## src/rtl/ecb_pkg.sv

```systemverilog
// Package: shared register addresses and config field positions for the
// event counter bank. Assumes word addressing, one register per address.
package ecb_pkg;
    localparam int unsigned ECB_ADDR_GCTL = 0;   // global start/stop
    localparam int unsigned ECB_ADDR_STAT = 1;   // overflow flags, read-only
    localparam int unsigned ECB_ADDR_CLR  = 2;   // write-1-to-clear flags
    localparam int unsigned ECB_ADDR_BASE = 4;   // first per-counter word

    localparam int unsigned CFG_EN_BIT  = 0;
    localparam int unsigned CFG_IE_BIT  = 1;
    localparam int unsigned CFG_SEL_LSB = 2;

    typedef enum logic [1:0] {
        GSEL_NONE = 2'd0,
        GSEL_CTL  = 2'd1,
        GSEL_STAT = 2'd2,
        GSEL_CLR  = 2'd3
    } gsel_e;
endpackage

```

## src/rtl/ecb_counter.sv

```systemverilog
// Module: one counter slice. It holds the configuration (enable, interrupt
// enable, event select) and the count, advances on the selected event when
// both the local and the global enables are set, and flags a wrap from
// all-ones. Assumes the write strobes are already decoded by the parent.
module ecb_counter
    import ecb_pkg::*;
#(
    parameter int CTR_W   = 48,
    parameter int NUM_EVT = 16,
    localparam int SEL_W  = (NUM_EVT > 1) ? $clog2(NUM_EVT) : 1
) (
    input  logic               clk,
    input  logic               rst_n,
    input  logic [NUM_EVT-1:0] ev_in,
    input  logic               gbl_en,
    input  logic               cfg_we,
    input  logic               cnt_we,
    input  logic [CTR_W-1:0]   wdata,
    output logic               en_o,
    output logic               ie_o,
    output logic [SEL_W-1:0]   sel_o,
    output logic [CTR_W-1:0]   cnt_o,
    output logic               ovf_o
);
    logic               en_q;
    logic               ie_q;
    logic [SEL_W-1:0]   sel_q;
    logic [CTR_W-1:0]   cnt_q;
    logic               ev_hit;
    logic               advance;

    // Pick the selected event; out-of-range selects never fire.
    always_comb begin
        ev_hit = 1'b0;
        if (int'(sel_q) < NUM_EVT) ev_hit = ev_in[sel_q];
    end

    assign advance = en_q & gbl_en & ev_hit;
    assign ovf_o   = advance & (&cnt_q);

    // Configuration word storage.
    always_ff @(posedge clk) begin
        if (!rst_n) begin
            en_q  <= 1'b0;
            ie_q  <= 1'b0;
            sel_q <= '0;
        end else if (cfg_we) begin
            en_q  <= wdata[CFG_EN_BIT];
            ie_q  <= wdata[CFG_IE_BIT];
            sel_q <= wdata[CFG_SEL_LSB +: SEL_W];
        end
    end

    // Count register: a software load beats an increment in the same cycle.
    always_ff @(posedge clk) begin
        if (!rst_n)       cnt_q <= '0;
        else if (cnt_we)  cnt_q <= wdata;
        else if (advance) cnt_q <= cnt_q + 1'b1;
    end

    assign en_o  = en_q;
    assign ie_o  = ie_q;
    assign sel_o = sel_q;
    assign cnt_o = cnt_q;
endmodule

```

## src/rtl/ecb_status.sv

```systemverilog
// Module: overflow flag register and interrupt request. Flags are set by
// counter wrap pulses and cleared only through the write-1-to-clear strobe;
// a wrap in the clearing cycle wins. Assumes clr_bits only covers real counters.
module ecb_status #(
    parameter int NUM_CTR = 6
) (
    input  logic               clk,
    input  logic               rst_n,
    input  logic [NUM_CTR-1:0] ovf,
    input  logic               clr_we,
    input  logic [NUM_CTR-1:0] clr_bits,
    input  logic [NUM_CTR-1:0] ie,
    output logic [NUM_CTR-1:0] status_o,
    output logic               irq_o
);
    logic [NUM_CTR-1:0] stat_q;
    logic [NUM_CTR-1:0] clr_mask;

    assign clr_mask = clr_we ? clr_bits : '0;

    // Flag update: clear first, then OR in new wraps so they survive.
    always_ff @(posedge clk) begin
        if (!rst_n) stat_q <= '0;
        else        stat_q <= (stat_q & ~clr_mask) | ovf;
    end

    assign status_o = stat_q;
    assign irq_o    = |(stat_q & ie);
endmodule

```

## src/rtl/evt_counter_bank.sv

```systemverilog
// Module: top of the event counter bank. It decodes the register port,
// holds the global control register, instantiates one slice per counter
// and the status block, and registers read data. Assumes that the word
// address space covers ECB_ADDR_BASE + 2*NUM_CTR words and that
// CTR_W >= NUM_CTR and CTR_W >= CFG_SEL_LSB + select width.
module evt_counter_bank
    import ecb_pkg::*;
#(
    parameter int NUM_CTR = 6,
    parameter int CTR_W   = 48,
    parameter int NUM_EVT = 16,
    parameter int ADDR_W  = 5
) (
    input  logic               clk,
    input  logic               rst_n,
    input  logic [NUM_EVT-1:0] ev_in,
    input  logic               wr_en,
    input  logic               rd_en,
    input  logic [ADDR_W-1:0]  addr,
    input  logic [CTR_W-1:0]   wdata,
    output logic [CTR_W-1:0]   rd_data,
    output logic               irq
);
    localparam int SEL_W = (NUM_EVT > 1) ? $clog2(NUM_EVT) : 1;

    gsel_e                    gsel;
    logic [NUM_CTR-1:0]       gctl_q;
    logic [NUM_CTR-1:0]       cfg_we;
    logic [NUM_CTR-1:0]       cnt_we;
    logic [NUM_CTR-1:0]       en_vec;
    logic [NUM_CTR-1:0]       ie_vec;
    logic [NUM_CTR-1:0]       ovf_vec;
    logic [NUM_CTR-1:0]       stat_vec;
    logic [NUM_CTR*CTR_W-1:0] cnt_flat;
    logic [CTR_W-1:0]         cfg_word [NUM_CTR];
    logic [CTR_W-1:0]         rd_next;
    logic [CTR_W-1:0]         rd_q;

    // Decode of the three global addresses.
    always_comb begin
        gsel = GSEL_NONE;
        if (addr == ADDR_W'(ECB_ADDR_GCTL)) gsel = GSEL_CTL;
        if (addr == ADDR_W'(ECB_ADDR_STAT)) gsel = GSEL_STAT;
        if (addr == ADDR_W'(ECB_ADDR_CLR))  gsel = GSEL_CLR;
    end

    // Global control: one write moves every enable bit on the same edge.
    always_ff @(posedge clk) begin
        if (!rst_n)                          gctl_q <= '0;
        else if (wr_en && gsel == GSEL_CTL)  gctl_q <= wdata[NUM_CTR-1:0];
    end

    for (genvar gi = 0; gi < NUM_CTR; gi++) begin : g_ctr
        localparam logic [ADDR_W-1:0] CFG_A = ADDR_W'(ECB_ADDR_BASE + 2 * gi);
        localparam logic [ADDR_W-1:0] CNT_A = ADDR_W'(ECB_ADDR_BASE + 2 * gi + 1);
        logic [SEL_W-1:0] sel_w;

        assign cfg_we[gi] = wr_en && (addr == CFG_A);
        assign cnt_we[gi] = wr_en && (addr == CNT_A);

        ecb_counter #(
            .CTR_W   (CTR_W),
            .NUM_EVT (NUM_EVT)
        ) u_ctr (
            .clk    (clk),
            .rst_n  (rst_n),
            .ev_in  (ev_in),
            .gbl_en (gctl_q[gi]),
            .cfg_we (cfg_we[gi]),
            .cnt_we (cnt_we[gi]),
            .wdata  (wdata),
            .en_o   (en_vec[gi]),
            .ie_o   (ie_vec[gi]),
            .sel_o  (sel_w),
            .cnt_o  (cnt_flat[gi*CTR_W +: CTR_W]),
            .ovf_o  (ovf_vec[gi])
        );

        assign cfg_word[gi] = CTR_W'({sel_w, ie_vec[gi], en_vec[gi]});
    end

    ecb_status #(
        .NUM_CTR (NUM_CTR)
    ) u_stat (
        .clk      (clk),
        .rst_n    (rst_n),
        .ovf      (ovf_vec),
        .clr_we   (wr_en && gsel == GSEL_CLR),
        .clr_bits (wdata[NUM_CTR-1:0]),
        .ie       (ie_vec),
        .status_o (stat_vec),
        .irq_o    (irq)
    );

    // Read mux: globals, then per-counter words; clear and holes read zero.
    always_comb begin
        rd_next = '0;
        case (gsel)
            GSEL_CTL:  rd_next = CTR_W'(gctl_q);
            GSEL_STAT: rd_next = CTR_W'(stat_vec);
            default:   rd_next = '0;
        endcase
        for (int i = 0; i < NUM_CTR; i++) begin
            if (addr == ADDR_W'(ECB_ADDR_BASE + 2 * i))     rd_next = cfg_word[i];
            if (addr == ADDR_W'(ECB_ADDR_BASE + 2 * i + 1)) rd_next = cnt_flat[i*CTR_W +: CTR_W];
        end
    end

    // Read data register: loads only when a read is requested.
    always_ff @(posedge clk) begin
        if (!rst_n)     rd_q <= '0;
        else if (rd_en) rd_q <= rd_next;
    end

    assign rd_data = rd_q;
endmodule

```

## config.mk

```make
export PLATFORM = sky130hd
export DESIGN_NAME = evt_counter_bank
export DESIGN_NICKNAME = d
export VERILOG_FILES = /design/src/rtl/ecb_pkg.sv /design/src/rtl/ecb_counter.sv /design/src/rtl/ecb_status.sv /design/src/rtl/evt_counter_bank.sv
export SDC_FILE = /design/constraint.sdc
export NUM_CORES = 1
export LEC_CHECK = 0
export BUFFER_PORTS_ARGS = -buffer_cell sky130_fd_sc_hd__buf_4
export CORE_MARGIN = 2
export CORE_UTILIZATION = 50
export DETAILED_ROUTE_END_ITERATION = 10
export PLACE_DENSITY = 0.67
export SLEW_MARGIN = 25
export SYNTH_ARGS = -nofsm -noshare
export SYNTH_HDL_FRONTEND = slang
export SYNTH_HIERARCHICAL = 1
export SYNTH_SLANG_ARGS = --single-unit
```

## constraint.sdc

```tcl
create_clock -name clk -period 5.5 [get_ports clk]
set_input_delay 0.55 -clock clk [delete_from_list [all_inputs] [get_ports clk]]
set_output_delay 0.55 -clock clk [all_outputs]
set_load 0.05 [all_outputs]
```

==> impl_metrics.ini <==
[status]
run_status = completed

[logic_synthesis]
avgSynthCellArea_um2 = 8.12
synthesis.area_um2 = 23500
synth-seq-cells = 384
synth_compound_gate_area_share = 0.317
yosysTopAreaCellShare = 0.328
synth_cell_types = 72
ys_seq_area_frac = 0.328
most_frequently_used_flop_master_after_synthesis = sky130_fd_sc_hd__dfxtp_1
synth-adder-area-share = 0.00427
synth_area_leader_cell = sky130_fd_sc_hd__dfxtp_1
synth.most_common_cell = sky130_fd_sc_hd__o21ai_0
synth-xor-area-share = 0.0784
synth.area.top_cells = sky130_fd_sc_hd__dfxtp_1 33%, sky130_fd_sc_hd__o21ai_0 8.2%, sky130_fd_sc_hd__xnor2_1 7.6%
synth_common_cells = 385 x sky130_fd_sc_hd__o21ai_0, 384 x sky130_fd_sc_hd__dfxtp_1, 256 x sky130_fd_sc_hd__a21oi_1
ys_async_sr_fraction = 0
synth.mux.area_fraction = 0.0463
combinational_family_with_the_most_area_after_synthesis = compound AO/OA/AOI/OAI gates
number_of_warnings_printed_during_yosys_synthesis = 6
post_synth_inst_count = 2887
syn_nets = 2968
simple_gate_area_share_of_the_yosys_netlist = 0.167
synth_enable_flop_cells = 0

[timing]
timing.max_slew.rel_slack = 0.289
setup-tns-final_ps = 0
final_min_period_over_clock_period = 0.609
grt_setup_unrepaired = false
period_minus_slack_ps = 3350
timing.final.setup_violations = 0
final_hold_viol_count = 0
max_clk_rate_mhz = 298
max_slew.worst_pin.slew_ps = 1060
final_critical_path_setup_slack_ps = 2150
skew_ps = 21.1
timing.final.max_slew_violations = 0

[placed_design]
gp_routability_congestion = 0.996
pre_cts_ws_ps = 2080
port_buf_inserts = 121
dpl.hpwl_um = 63700

[global_routing]
grt_antenna_before_repair = 3
vias_in_the_first_global_route = 20800
maximum_number_of_pins_on_one_net_before_global_route_repair = 264
gr-max-usage-layer = met1
groute.layer.met3.usage = 0.0729
global_routing_usage_summed_across_all_routing_layers = 0.353
met1_usage = 0.542
groute.layer.met2.usage = 0.496
grt_first_pass_wirelength_um = 131000
globalRoute.totalOverflow = 0

[drt]
final_antenna_net_count = 0
wirelength_um = 87900
number_of_iterations_in_the_first_detailed_routing_pass = 6
num_vias = 23700
detail_route.vias_per_cell = 6.81
detailedRoute.firstIterationViolations = 2861
detail_route.drc_violations = 0
detail_route.wl_per_cell_um = 25.3

[power]
switching_share = 0.259
switching_power_mw = 1.67
power_frac_clock = 0.468
vdd_drop_max_mv = 0.234
design_power_total_mw = 6.46
p_per_area_nw_per_um2 = 251
p_leak_nw = 7.22
comb_power_share = 0.082
power_report.internal_total_mw = 4.78
seq_power_share = 0.450

[clocking]
number_of_sinks_on_the_clock_net = 384
hold_buffers = 0
tritoncts = yes
cts-buffers-inserted = 44
clock_latency_ps = 580
max-clock-path-buffers = 3
cts_root_buf = sky130_fd_sc_hd__clkbuf_16
cts.reportedPaths.clkPinSlew_ps = 60
cts_resized = 0
clock_tree.htree_level_count = 2
cts_post_setup_buffers_inserted = 0

[critical_path]
critPathLaunch = g_ctr[3].u_ctr/sel_o[0]
critical_path_required_ps = 6010
worst-endpoint-arrival_ps = 3860
timing_worst_setup_path_type = register to register
startpoint_type = register
worst-path-max-fanout = 23
crit_path_end_kind = register
timing.rr.start = g_ctr[3].u_ctr/sel_o[0]

[floorplan]
top_level_ports = 122
die_w_um = 221
placement_rows = 79
die_area_um2 = 48700
placeable_core_region_um2 = 46500
initial_core_util = 0.505
dieHeight_um = 221

[worst_hold_path]
min_delay_src = wdata[19]
hold_path.class = input port to register

[final_layout]
layout_filler_cell_count = 4352
area_growth_pct = 9.89
finish.net_count = 2919
final_core_utilization = 0.555
drive_above_1_share = 0.102

[job]
drv_cap = 0
## area by class of cell
type / count / area, um^2 / share of cell area
tap: 607 / 759 / 0.0295
clock buffer: 65 / 1340 / 0.0520
timing repair buffer: 149 / 1160 / 0.0451
antenna: 2 / 5.00 / 0.000194
sequential: 384 / 7690 / 0.298
multi-input combinational: 2185 / 14400 / 0.559
inverter: 74 / 278 / 0.0108
clock inverter: 14 / 131 / 0.00510
## stage by stage
step                cell area [um^2]  hold slack [ps]  std cells
finish                         25800              348       3480
CTS                            25700              321       3476
floorplan                      23500              470       2887
global placement               24300              514       3397
global route                   25800              344       3478
detailed placement             24300              525       3397
## placed cells by master (no fill, tap or decap), types with 26 or more instances in the layout
cell / synthesis / final
sky130_fd_sc_hd__o21ai_0: 385 / 385
sky130_fd_sc_hd__nand4_1: 73 / 73
sky130_fd_sc_hd__or4_1: 26 / 26
sky130_fd_sc_hd__and3_1: 48 / 47
sky130_fd_sc_hd__nand2_1: 143 / 143
sky130_fd_sc_hd__a221oi_1: 44 / 44
sky130_fd_sc_hd__nand3_1: 160 / 160
sky130_fd_sc_hd__a22oi_1: 52 / 52
sky130_fd_sc_hd__mux2i_1: 78 / 78
sky130_fd_sc_hd__a31oi_1: 102 / 102
sky130_fd_sc_hd__xnor2_1: 204 / 204
sky130_fd_sc_hd__dfxtp_1: 384 / 384
sky130_fd_sc_hd__inv_1: 74 / 68
sky130_fd_sc_hd__buf_4: 8 / 145
sky130_fd_sc_hd__nor2b_1: 57 / 57
sky130_fd_sc_hd__a2111oi_0: 120 / 117
sky130_fd_sc_hd__nor2_1: 57 / 57
sky130_fd_sc_hd__nor3_1: 26 / 26
sky130_fd_sc_hd__clkbuf_16: 0 / 45
sky130_fd_sc_hd__a22o_1: 46 / 46
sky130_fd_sc_hd__a21oi_1: 256 / 256
sky130_fd_sc_hd__a211oi_1: 36 / 36
sky130_fd_sc_hd__or3_1: 50 / 50
## per-layer routing
| metal | vias to the layer above | routed length, um |
|---|---|---|
| met1 | 11400 | 39500 |
| met4 | 0 | 2000 |
| met3 | 123 | 10500 |
| met5 | - | 0 |
| met2 | 1302 | 35900 |
| li1 | 10900 | - |
## registers in the layout, indices dropped and copies added (netlist names)
register           cells
g_ctr.u_ctr/cnt_o    288
rd_data               48
g_ctr.u_ctr/sel_o     24
g_ctr.u_ctr/en_o       6
g_ctr.u_ctr/ie_o       6
gctl_q                 6
u_stat/status_o        6
## cells by family (layout without fill, tap and decap cells)
group                    Yosys count  count (layout)
adder cells (fa/ha/maj)            8               8
buffers and inverters            318             302
flip-flops                       384             384
XOR/XNOR                         210             210
multiplexers                      93              93
AND/OR/NAND/NOR                  718             718
other                              0               2
AO/OA/AOI/OAI                   1156            1156
## final timing paths
path                                                  to  slack [ps]  depth (start not counted)
worst max register to register  g_ctr[3].u_ctr/cnt_o[42]        2150                          7
worst max-delay path            g_ctr[3].u_ctr/cnt_o[42]        2150                          7
worst min register to register  g_ctr[2].u_ctr/cnt_o[36]         530                          2
worst min-delay path            g_ctr[3].u_ctr/cnt_o[19]         350                          3
## power by group through the flow
stage          sequential, mW  clock (mW)  combinational, mW
2_1_floorplan            3.00           0              0.239
3_3_place_gp             2.96           0              0.506
3_5_place_dp             2.96           0              0.511
4_1_cts                  2.90        3.07              0.513
5_1_grt                  2.91        3.17              0.562
6_report                 2.91        3.03              0.529
## critical path, cell delays in order, from the launching register on
cell and delay (ps):
sky130_fd_sc_hd__dfxtp_1 620, sky130_fd_sc_hd__mux2i_1 140, sky130_fd_sc_hd__a211oi_1 260, sky130_fd_sc_hd__nand3_1 540, sky130_fd_sc_hd__buf_4 450, sky130_fd_sc_hd__a2111o_1 620, sky130_fd_sc_hd__or4_1 460, sky130_fd_sc_hd__a31oi_1 170
Power figures use the tool's default switching activity.
